==> src/rtl/cg_enc_pkg.sv <==
package cg_enc_pkg;
  localparam int NIB_W = 4;
  localparam int CG_W  = NIB_W + 1;

  localparam logic [CG_W-1:0] CG_IDLE = 5'b11111;
  localparam logic [CG_W-1:0] CG_J    = 5'b11000;
  localparam logic [CG_W-1:0] CG_K    = 5'b10001;
  localparam logic [CG_W-1:0] CG_T    = 5'b01101;
  localparam logic [CG_W-1:0] CG_R    = 5'b00111;
  localparam logic [CG_W-1:0] CG_H    = 5'b00100;

  typedef enum logic [2:0] {
    ST_IDLE, ST_J, ST_K, ST_DATA, ST_T, ST_R
  } encState_t;

  // One-hot-or-zero load strobes; all zero means load the idle code
  typedef struct packed {
    logic loadJ;
    logic loadK;
    logic loadData;
    logic loadT;
    logic loadR;
    logic loadBypass;
  } cgStrobe_t;
endpackage

==> src/rtl/cg_enc_ctrl.sv <==
module cg_enc_ctrl
  import cg_enc_pkg::*;
(
  input  logic      clk,
  input  logic      rstN,
  input  logic      txEn,
  input  logic      bypassEn,
  output cgStrobe_t strobe
);
  encState_t state, stateNxt;

  always_comb begin
    strobe   = '0;
    stateNxt = state;
    if (bypassEn) begin
      // pass-through aborts any frame in progress
      stateNxt          = ST_IDLE;
      strobe.loadBypass = 1'b1;
    end else begin
      unique case (state)
        ST_IDLE: if (txEn) begin
          stateNxt     = ST_J;
          strobe.loadJ = 1'b1;
        end
        ST_J: begin
          stateNxt     = ST_K;
          strobe.loadK = 1'b1;
        end
        ST_K, ST_DATA: if (txEn) begin
          stateNxt        = ST_DATA;
          strobe.loadData = 1'b1;
        end else begin
          stateNxt     = ST_T;
          strobe.loadT = 1'b1;
        end
        ST_T: begin
          stateNxt     = ST_R;
          strobe.loadR = 1'b1;
        end
        ST_R: if (txEn) begin
          stateNxt     = ST_J;
          strobe.loadJ = 1'b1;
        end else begin
          stateNxt = ST_IDLE;
        end
        default: stateNxt = ST_IDLE;
      endcase
    end
  end

  always_ff @(posedge clk or negedge rstN) begin
    if (!rstN) state <= ST_IDLE;
    else       state <= stateNxt;
  end
endmodule

==> src/rtl/cg_enc_datapath.sv <==
module cg_enc_datapath
  import cg_enc_pkg::*;
(
  input  logic             clk,
  input  logic             rstN,
  input  cgStrobe_t        strobe,
  input  logic             txErr,
  input  logic [NIB_W-1:0] txNibble,
  input  logic [CG_W-1:0]  bypassSym,
  output logic [CG_W-1:0]  cgOut
);
  function automatic logic [CG_W-1:0] mapNibble(input logic [NIB_W-1:0] n);
    unique case (n)
      4'h0: mapNibble = 5'b11110;
      4'h1: mapNibble = 5'b01001;
      4'h2: mapNibble = 5'b10100;
      4'h3: mapNibble = 5'b10101;
      4'h4: mapNibble = 5'b01010;
      4'h5: mapNibble = 5'b01011;
      4'h6: mapNibble = 5'b01110;
      4'h7: mapNibble = 5'b01111;
      4'h8: mapNibble = 5'b10010;
      4'h9: mapNibble = 5'b10011;
      4'hA: mapNibble = 5'b10110;
      4'hB: mapNibble = 5'b10111;
      4'hC: mapNibble = 5'b11010;
      4'hD: mapNibble = 5'b11011;
      4'hE: mapNibble = 5'b11100;
      default: mapNibble = 5'b11101;
    endcase
  endfunction

  logic [CG_W-1:0] dataSym, symNxt;

  assign dataSym = txErr ? CG_H : mapNibble(txNibble);

  always_comb begin
    if      (strobe.loadBypass) symNxt = bypassSym;
    else if (strobe.loadJ)      symNxt = CG_J;
    else if (strobe.loadK)      symNxt = CG_K;
    else if (strobe.loadData)   symNxt = dataSym;
    else if (strobe.loadT)      symNxt = CG_T;
    else if (strobe.loadR)      symNxt = CG_R;
    else                        symNxt = CG_IDLE;
  end

  always_ff @(posedge clk or negedge rstN) begin
    if (!rstN) cgOut <= CG_IDLE;
    else       cgOut <= symNxt;
  end
endmodule

==> src/rtl/nibble_cg_encoder.sv <==
module nibble_cg_encoder
  import cg_enc_pkg::*;
(
  input  logic             clk,
  input  logic             rstN,
  input  logic             txEn,
  input  logic             txErr,
  input  logic [NIB_W-1:0] txNibble,
  input  logic             bypassEn,
  input  logic [CG_W-1:0]  bypassSym,
  output logic [CG_W-1:0]  cgOut
);
  cgStrobe_t strobe;

  cg_enc_ctrl u_ctrl (
    .clk      (clk),
    .rstN     (rstN),
    .txEn     (txEn),
    .bypassEn (bypassEn),
    .strobe   (strobe)
  );

  cg_enc_datapath u_dp (
    .clk       (clk),
    .rstN      (rstN),
    .strobe    (strobe),
    .txErr     (txErr),
    .txNibble  (txNibble),
    .bypassSym (bypassSym),
    .cgOut     (cgOut)
  );
endmodule

==> config.mk <==
export PLATFORM = sky130hd
export DESIGN_NAME = nibble_cg_encoder
export DESIGN_NICKNAME = d
export VERILOG_FILES = /design/src/rtl/cg_enc_pkg.sv /design/src/rtl/cg_enc_ctrl.sv /design/src/rtl/cg_enc_datapath.sv /design/src/rtl/nibble_cg_encoder.sv
export SDC_FILE = /design/constraint.sdc
export NUM_CORES = 1
export LEC_CHECK = 0
export ABC_AREA = 0
export BUFFER_PORTS_ARGS = -buffer_cell sky130_fd_sc_hd__buf_2
export CAP_MARGIN = 30
export CORE_AREA = 5 5 42 44
export CTS_CLUSTER_DIAMETER = 30
export DETAILED_ROUTE_END_ITERATION = 6
export DIE_AREA = 0 0 47 49
export PLACE_DENSITY = 0.68
export SLEW_MARGIN = 20
export SYNTH_ARGS = -nofsm -noshare
export SYNTH_HDL_FRONTEND = slang
export SYNTH_HIERARCHICAL = 1
export SYNTH_SLANG_ARGS = --single-unit
==> constraint.sdc <==
create_clock -name clk -period 1.69 [get_ports clk]
set_clock_uncertainty 0.1 [all_clocks]
set_input_delay 0.2535 -clock clk [delete_from_list [all_inputs] [get_ports clk]]
set_output_delay 0.2535 -clock clk [all_outputs]
set_load 0.01 [all_outputs]
After elaboration in Yosys (flattened, before gate mapping)
Memory sizes are Yosys's and may differ from the RTL's.
Cells that the tools add are included.
Storage, ports and cells
  flip-flop bits (word level): 8
  memory bits (read-only): 80
  input bits: 14
  output and inout port bits: 5
  logic and storage cells: 32
  memories kept: 1
Operators by class
  eq/ne operators: 6
  muxes and demuxes: 20
  reduce and logical (&&, ||, !) cells: 3
Memory list
  (name not given): words 16, width 5, rd ports 1, clocked after Yosys merged registers in 0, write ports 0, line cg_enc_datapath.sv:13  | unique case (n)
Operators by type and width (count)
  5-bit two-way mux: 8
  3-bit case mux with 5 select lines: 1
  3-bit two-way mux: 3
  1-bit two-way mux: 7
  3-bit by 2-bit equality test with 1-bit output, second input constant: 2
  3-bit equality test, second input constant: 2
  2-bit OR reduction: 2
  3-bit by 1-bit equality test with 1-bit output, second input constant: 1
  3-bit logical NOT: 1
  3-bit != test, second input constant: 1
  2-bit two-way mux: 1

Depth between registers and ports, before layout
Gate-level depths: netlist (run 1).
  depth after elaboration: 10
  mapped depth: 6
  depth with buffers taken out: 5

Modules after synthesis
Netlist (run 1), hierarchy kept.
By module, submodules not included
  cg_enc_datapath: instances 1, cells each 34, area each 321.6 um^2, seq. area each 131.4 um^2
  cg_enc_ctrl: instances 1, cells each 21, area each 203.9 um^2, seq. area each 75.1 um^2

Least setup slack after synthesis (run 1)
OpenSTA, ideal clock, no wires.
  kind: flip-flop to flip-flop
  from: register u_ctrl.state[2]
  to: register u_dp.cgOut[4]
  setup time: 0.083 ns
  data arrival time: 1.416 ns
  required time: 1.507 ns
  path slack: 0.091 ns
  cell stages (with the launch flop): 6
  buffers on the path: 1
  period minus slack after synthesis: 1.599 ns
  path through: dfrtp_1 > buf_6 > xor2_1 > nor4b_1 > or3_4 > o32a_1
RTL lines
  start, declared: line cg_enc_ctrl.sv:10  | encState_t state, stateNxt;
  start signal, assigned: line cg_enc_ctrl.sv:53  | else state <= stateNxt;
  end signal, assigned: line cg_enc_datapath.sv:49  | else cgOut <= symNxt;
  end, declared: line cg_enc_datapath.sv:10  | output logic [CG_W-1:0] cgOut

==> results of run 1 <==
## state kept, by name, summed over array words and instances, names as in the netlist
name / flops
u_dp/cgOut: 5
u_ctrl/state: 3
## placed cells by master, fill, tap and decap left out, types with 2 or more instances in the layout
cell type / instances
sky130_fd_sc_hd__a21oi_1: 2
sky130_fd_sc_hd__buf_2: 18
sky130_fd_sc_hd__buf_4: 7
sky130_fd_sc_hd__clkbuf_4: 3
sky130_fd_sc_hd__dfrtp_1: 2
sky130_fd_sc_hd__dfstp_2: 5
sky130_fd_sc_hd__inv_1: 2
sky130_fd_sc_hd__nand2_1: 3
sky130_fd_sc_hd__nand2b_1: 2
sky130_fd_sc_hd__nor2_1: 2
sky130_fd_sc_hd__nor3_1: 3
sky130_fd_sc_hd__nor3_2: 3
sky130_fd_sc_hd__o21ai_0: 2
sky130_fd_sc_hd__o31ai_1: 3
sky130_fd_sc_hd__or3b_1: 2
## per-stage QoR
stage / hold WS (ps) / instance area [um2]
after global routing: 111 / 756
after floorplan: -142 / 526
final: 113 / 756
after CTS: 102 / 704
after detailed placement: 1.59 / 654
after global placement: -2.35 / 654
## metal layers
metal  up-vias  wire length, um  GRT usage
met5         -                0          0
met2        15              675      0.186
met1       252              586      0.161
met3         2               80    0.00738
met4         0               27      0.111
li1        258                -          -
## final timing paths
kind / cells past startpoint / slack [ps] / start / to
worst max-delay path: 4 / 40 / u_ctrl/state[2] / u_dp/cgOut[4]
worst min-delay path: 3 / 110 / bypassSym[0] / u_dp/cgOut[0]
worst max register to register: 4 / 40 / u_ctrl/state[2] / u_dp/cgOut[4]
worst min register to register: 2 / 490 / u_ctrl/state[0] / u_ctrl/state[2]
max in group asynchronous: 2 / 980 / rstN / u_dp/cgOut[2]
min in group asynchronous: 2 / 260 / rstN / u_ctrl/state[0]
## logic make-up (layout without fill, tap and decap cells)
| group | after synthesis | in the layout | synth area share |
|---|---|---|---|
| compound gates | 15 | 15 | 0.221 |
| xor+xnor | 1 | 1 | 0.0167 |
| buf+inv | 6 | 32 | 0.0786 |
| flops | 8 | 8 | 0.393 |
| simple gates | 25 | 25 | 0.290 |
## area by class of cell
type                    count  area share
well taps                  16      0.0265
repair buffers             26       0.202
flip-flops and latches      8       0.275
inverters                   2     0.00993
clock buffers               4      0.0348
multi-input cells          41       0.452
## critical path, cell delays in order, from the launching register on
cell and delay, ps:
sky130_fd_sc_hd__dfrtp_1 420, sky130_fd_sc_hd__xor2_1 220, sky130_fd_sc_hd__nor4b_2 100, sky130_fd_sc_hd__or3_4 390, sky130_fd_sc_hd__o32a_1 340
## report_power, final
| part | total [mW] | switching [mW] | internal (mW) |
|---|---|---|---|
| combinational | 0.125 | 0.0640 | 0.0607 |
| clock | 0.154 | 0.0636 | 0.0902 |
| sequential | 0.225 | 0.00908 | 0.215 |
| total | 0.503 | 0.137 | 0.366 |
## repair_timing
action,4_1_cts,5_1_grt
setup buffers,1,0
hold buffers,1,0
endpoints found under the hold margin,8,0
resized for setup,1,12
pin swaps,2,3
setup endpoints to repair,2,3
==> results_tabular.tex, run 1 <==
\begin{tabular}{lr}
\hline
Metric & Value \\
\hline
\multicolumn{2}{l}{\textbf{Logic synthesis}} \\
\quad Number of synthesized register bits & 8 \\
\quad Fraction of post-synthesis cell area in the top cell type by area & 0.250 \\
\quad Library cell with the largest summed area after synthesis & sky130\_fd\_sc\_hd\_\_dfstp\_2 \\
\quad Post-Synthesis Net Count & 69 \\
\quad Count of flip-flops with a built-in enable after synthesis & 0 \\
\quad Cell with the most instances after synthesis & sky130\_fd\_sc\_hd\_\_nor3\_1 \\
\quad Most numerous cell types in the synthesized netlist & sky130\_fd\_sc\_hd\_\_nor3\_1 (6), sky130\_fd\_sc\_hd\_\_dfstp\_2 (5) \\
\quad Portion of the post-synthesis area used by sequential elements & 0.393 \\
\quad YS warnings & 6 \\
\quad Average cell area after synthesis & roughly 9.6 um2 \\
\quad Instance count of the mapped netlist & 55 \\
\quad Post-synth ARST share & 1.00 \\
\quad Number of library cell types mapped by synthesis & 28 \\
\quad Prevailing post-synth register cell & sky130\_fd\_sc\_hd\_\_dfstp\_2 \\
\quad Post-Syn Area & 526 um2 \\
\quad Largest cells by area after synthesis & sky130\_fd\_sc\_hd\_\_dfstp\_2 (25\%), sky130\_fd\_sc\_hd\_\_dfrtp\_1 (14\%), sky130\_fd\_sc\_hd\_\_nor3\_1 (5.7\%) \\
\multicolumn{2}{l}{\textbf{Layout}} \\
\quad Count of nets after finishing & between 90 and 100 \\
\quad Sequential Area & slightly above 200 um2 \\
\quad Area taken by multi-input logic gates & roughly 340 um2 \\
\quad Final Instance Count excl. Fillers & between 90 and 100 \\
\quad Filler cells & between 100 and 150 \\
\quad Fraction of final layout cells sized beyond drive strength 1 & 0.605 \\
\quad Antenna diodes & 0 \\
\quad Final cell utilization of the core & 0.539 \\
\quad Signed area change from the synthesized netlist to the final layout & 43.8\% \\
\multicolumn{2}{l}{\textbf{Clocking}} \\
\quad Cts bufs inserted & 3 \\
\quad Insertion delay to the later sink of the worst-skew pair & 250 ps \\
\quad Deepest level of the CTS H-tree & 1 \\
\quad Maximum clock insertion buffer count & 2 \\
\quad Worst-path clk slew & 60 ps \\
\quad CTS sink count & 8 \\
\quad Root buffer cell & sky130\_fd\_sc\_hd\_\_clkbuf\_4 \\
\quad CTS tree & done \\
\multicolumn{2}{l}{\textbf{Power and ir drop}} \\
\quad Total power after layout & around 0.50 mW \\
\quad Worst supply voltage drop on vdd & about 0.32 mV \\
\quad Cell leakage power & between 0.3 and 0.4 nW \\
\quad Pwr dens & $\sim$670 nW/um2 \\
\multicolumn{2}{l}{\textbf{Routing}} \\
\quad Count of nets left with antenna violations after detail routing & 0 \\
\quad Via density per instance & roughly 5.4 \\
\quad Initial DRC Count & 5 \\
\quad Wirelength per Cell & 14.1 um \\
\quad Detailed Routing Iterations Pass 1 & 4 \\
\quad Via Count & about 530 \\
\quad Count of unresolved DRC violations after routing & 0 \\
\quad Routed wire length & $\sim$1.4 mm \\
\multicolumn{2}{l}{\textbf{STA}} \\
\quad Fin crit period & 1650 ps \\
\quad Aggregate negative setup slack & 0 ps \\
\quad Final Hold Violating Endpoints & 0 \\
\quad Number of setup violations in the final report & 0 \\
\quad Headroom to the max-slew limit & 0.718 \\
\quad Final WS setup & about 36 ps \\
\quad Highest Clock Rate & approximately 600 MHz \\
\quad Period utilization & 0.979 \\
\quad Final number of max-transition violations & 0 \\
\quad Transition at the pin with the smallest max-transition slack & 421 ps \\
\multicolumn{2}{l}{\textbf{Die}} \\
\quad Core Rows & 14 \\
\quad Die width & about 47 um \\
\quad Floorplan die area & roughly 2300 um2 \\
\quad I/O pin cnt & 19 \\
\quad Effective utilization at floorplan & 0.375 \\
\quad Core region area & about 1400 um2 \\
\quad Chip height & slightly below 50 um \\
\multicolumn{2}{l}{\textbf{GRT}} \\
\quad Grt ovf & 0 \\
\quad Initial antenna violation count & 0 \\
\quad Via count of the first global-routing pass & 529 \\
\quad All-layer global routing usage & 0.127 \\
\quad Maximum number of pins on one net before global-route repair & 11 \\
\quad Wire length of the first global-routing pass & $\sim$2.1 mm \\
\multicolumn{2}{l}{\textbf{Placed design}} \\
\quad Number of buffers added on ports & 18 \\
\quad Number of cells after detailed placement & 92 \\
\quad DP HPWL & $\sim$1000 um \\
\quad Post-placement setup slack & roughly 8.6 ps \\
\quad GP Congestion & a little over 0.8 \\
\multicolumn{2}{l}{\textbf{Flow run}} \\
\quad Max-Cap Viols & 0 \\
\multicolumn{2}{l}{\textbf{Critical path}} \\
\quad Data arrival at the endpoint of the critical path & between 1500 and 2000 ps \\
\quad Sort of element at the end of the critical path & flip-flop \\
\quad Class of the most critical setup path & reg2reg \\
\quad Crit Path Max Fanout & 4 \\
\quad CP required & 1760 ps \\
\quad Kind of start point of the critical path & flip-flop \\
\multicolumn{2}{l}{\textbf{Run status}} \\
\quad Run status & completed \\
\multicolumn{2}{l}{\textbf{Min path}} \\
\quad Min-Delay Path Class & in2reg \\
\hline
\end{tabular}
(Power assumes the default switching activity.)
==> run 2: changes to the inputs <==
--- a/config.mk
+++ b/config.mk
@@ -8,11 +8,13 @@
 export ABC_AREA = 0
 export BUFFER_PORTS_ARGS = -buffer_cell sky130_fd_sc_hd__buf_2
 export CAP_MARGIN = 30
-export CORE_AREA = 5 5 42 44
+export CELL_PAD_IN_SITES_DETAIL_PLACEMENT = 1
+export CELL_PAD_IN_SITES_GLOBAL_PLACEMENT = 1
+export CORE_MARGIN = 5
+export CORE_UTILIZATION = 30
 export CTS_CLUSTER_DIAMETER = 30
 export DETAILED_ROUTE_END_ITERATION = 6
-export DIE_AREA = 0 0 47 49
-export PLACE_DENSITY = 0.68
+export PLACE_DENSITY_LB_ADDON = 0.1
 export SLEW_MARGIN = 20
 export SYNTH_ARGS = -nofsm -noshare
 export SYNTH_HDL_FRONTEND = slang
==> results_tabular.tex, run 2 (synthesis gave the netlist of run 1 again) <==
\begin{tabular}{lr}
\hline
Metric & Value \\
\hline
\multicolumn{2}{l}{\textbf{Run status}} \\
\quad Run status & completed (unchanged) \\
\multicolumn{2}{l}{\textbf{Die}} \\
\quad Effective utilization at floorplan & 0.311 (was 0.375) \\
\quad Core region area & 1690 um2 (was 1400 um2) \\
\quad Chip height & 51.9 um (was 49 um) \\
\quad Floorplan die area & 2690 um2 (was 2300 um2) \\
\quad I/O pin cnt & 19 (unchanged) \\
\quad Die width & 51.9 um (was 47 um) \\
\quad Core Rows & 15 (was 14) \\
\multicolumn{2}{l}{\textbf{Critical path}} \\
\quad Class of the most critical setup path & reg2reg (unchanged) \\
\quad Kind of start point of the critical path & flip-flop (unchanged) \\
\quad Sort of element at the end of the critical path & flip-flop (unchanged) \\
\quad Crit Path Max Fanout & 5 (was 4) \\
\quad Data arrival at the endpoint of the critical path & 1680 ps (was 1720 ps) \\
\quad CP required & 1760 ps (about the same) \\
\multicolumn{2}{l}{\textbf{Placed design}} \\
\quad GP Congestion & 0.697 (was 0.824) \\
\quad Number of buffers added on ports & 18 (unchanged) \\
\quad Post-placement setup slack & -20.0 ps (was 8.62 ps) \\
\quad DP HPWL & 1.15 mm (was 984 um) \\
\quad Number of cells after detailed placement & 95 (was 92) \\
\multicolumn{2}{l}{\textbf{STA}} \\
\quad Highest Clock Rate & 618 MHz (was 605 MHz) \\
\quad Final number of max-transition violations & 0 (unchanged) \\
\quad Final Hold Violating Endpoints & 0 (unchanged) \\
\quad Transition at the pin with the smallest max-transition slack & 394 ps (was 421 ps) \\
\quad Period utilization & 0.958 (was 0.979) \\
\quad Fin crit period & 1620 ps (was 1650 ps) \\
\quad Headroom to the max-slew limit & 0.736 (was 0.718) \\
\quad Number of setup violations in the final report & 0 (unchanged) \\
\quad Worst hold margin & 124 ps (was 113 ps) \\
\quad Final WS setup & 71.8 ps (was 36.3 ps) \\
\multicolumn{2}{l}{\textbf{GRT}} \\
\quad All-layer global routing usage & 0.118 (was 0.127) \\
\quad Maximum number of pins on one net before global-route repair & 12 (was 11) \\
\quad Initial antenna violation count & 0 (unchanged) \\
\quad Wire length of the first global-routing pass & 2.31 mm (was 2.10 mm) \\
\quad Grt ovf & 0 (unchanged) \\
\quad Via count of the first global-routing pass & 522 (was 529) \\
\multicolumn{2}{l}{\textbf{Routing}} \\
\quad Count of unresolved DRC violations after routing & 0 (unchanged) \\
\quad Via density per instance & 5.17 (was 5.43) \\
\quad Initial DRC Count & 7 (was 5) \\
\quad Routed wire length & 1.46 mm (was 1.37 mm) \\
\quad Wirelength per Cell & 14.6 um (was 14.1 um) \\
\quad Detailed Routing Iterations Pass 1 & 4 (unchanged) \\
\quad Via Count & 517 (was 527) \\
\quad Count of nets left with antenna violations after detail routing & 0 (unchanged) \\
\multicolumn{2}{l}{\textbf{Layout}} \\
\quad Antenna diodes & 0 (unchanged) \\
\quad Count of nets after finishing & 98 (was 96) \\
\quad Signed area change from the synthesized netlist to the final layout & 41.2\% (was 43.8\%) \\
\quad Commonest non-fill, non-tap cells in the layout & sky130\_fd\_sc\_hd\_\_buf\_2 (18), sky130\_fd\_sc\_hd\_\_buf\_4 (9), sky130\_fd\_sc\_hd\_\_nor3\_1 (5), sky130\_fd\_sc\_hd\_\_dfstp\_2 (5) (was sky130\_fd\_sc\_hd\_\_buf\_2 (18), sky130\_fd\_sc\_hd\_\_buf\_4 (7), sky130\_fd\_sc\_hd\_\_dfstp\_2 (5)) \\
\quad Max FFs per register & 5 (unchanged) \\
\quad Fraction of final layout cells sized beyond drive strength 1 & 0.566 (was 0.605) \\
\quad Most common cell after layout, fill and taps aside & sky130\_fd\_sc\_hd\_\_buf\_2 (unchanged) \\
\quad Most flop-heavy register & u\_dp/cgOut (unchanged) \\
\quad Filler cells & 215 (was 133) \\
\quad Final cell utilization of the core & 0.439 (was 0.539) \\
\quad Final Instance Count excl. Fillers & 100 (was 97) \\
\quad Registers with the most flip-flops & u\_dp/cgOut x5, u\_ctrl/state x3 (unchanged) \\
\multicolumn{2}{l}{\textbf{Flow run}} \\
\quad Max-Cap Viols & 0 (unchanged) \\
\multicolumn{2}{l}{\textbf{Clocking}} \\
\quad CTS tree & done (unchanged) \\
\quad Insertion delay to the later sink of the worst-skew pair & 260 ps (was 250 ps) \\
\quad Deepest level of the CTS H-tree & 1 (unchanged) \\
\quad Maximum clock insertion buffer count & 2 (unchanged) \\
\quad Cts bufs inserted & 3 (unchanged) \\
\quad Worst-path clk slew & 60 ps (about the same) \\
\quad CTS sink count & 8 (unchanged) \\
\quad Root buffer cell & sky130\_fd\_sc\_hd\_\_clkbuf\_4 (unchanged) \\
\multicolumn{2}{l}{\textbf{Min path}} \\
\quad Min-Delay Path Class & in2reg (unchanged) \\
\multicolumn{2}{l}{\textbf{Power and ir drop}} \\
\quad Worst supply voltage drop on vdd & 0.209 mV (was 0.323 mV) \\
\quad Cell leakage power & 0.328 nW (was 0.324 nW) \\
\quad Pwr dens & 683 nW/um2 (was 666 nW/um2) \\
\hline
\end{tabular}
## run 2: changes by cell type in the layout (fill, tap and decap cells not counted), sizes merged
cell  previous run  this run
buf             25        27
## run 2: critical path, stage by stage, from the launching register on
cell and delay, ps:
sky130_fd_sc_hd__dfrtp_1 400, sky130_fd_sc_hd__buf_4 170, sky130_fd_sc_hd__nor3_1 170, sky130_fd_sc_hd__buf_4 150, sky130_fd_sc_hd__nand2b_1 90, sky130_fd_sc_hd__buf_4 150
sky130_fd_sc_hd__nor3_1 180, sky130_fd_sc_hd__o21ai_0 120
## run 2: layout make-up
class                   count  area (um2)  share of cell area
clock buffers               4        26.3              0.0354
flip-flops and latches      8         208               0.280
repair buffers             28         168               0.226
multi-input cells          41         312               0.420
well taps                  17        21.3              0.0287
inverters                   2        7.51              0.0101
## run 2: what timing repair did
item	CTS	global route
endpoints found under the hold margin	8	0
setup endpoints to repair	3	4
hold buffers	1	0
pin swaps	2	3
setup buffers	1	0
resized for setup	2	5
## run 2: report_power, final
group / internal (mW) / switching, mW / leakage (nW)
clock: 0.0906 / 0.0694 / 0.0150
combinational: 0.0617 / 0.0619 / 0.222
sequential: 0.215 / 0.00783 / 0.0915
total: 0.368 / 0.139 / 0.328
## run 2: metal layers
layer  global-route usage  wire (um)  vias up
li1                     -          -      264
met2                0.174        640       15
met4               0.0524         11        0
met5                    0          0        -
met3               0.0201         89        2
met1                0.166        715      236
## run 2: path summary, 6_finish.rpt
check / end / slack (ps) / from / depth (start not counted)
max in group asynchronous: u_dp/cgOut[4] / 980 / rstN / 2
worst min register to register: u_ctrl/state[1] / 530 / u_ctrl/state[2] / 2
worst max-delay path: u_dp/cgOut[2] / 70 / u_ctrl/state[2] / 7
min in group asynchronous: u_ctrl/state[1] / 260 / rstN / 2
worst max register to register: u_dp/cgOut[2] / 70 / u_ctrl/state[2] / 7
worst min-delay path: u_dp/cgOut[3] / 120 / bypassSym[3] / 2
## run 2: per-stage QoR
stage	area, um2	total power [mW]	TNS, ps
2_1_floorplan	526	0.287	0
3_3_place_gp	671	0.341	-37.3
3_5_place_dp	671	0.343	-20.1
4_1_cts	726	0.509	0
5_1_grt	742	0.538	-1.51
6_report	742	0.507	0
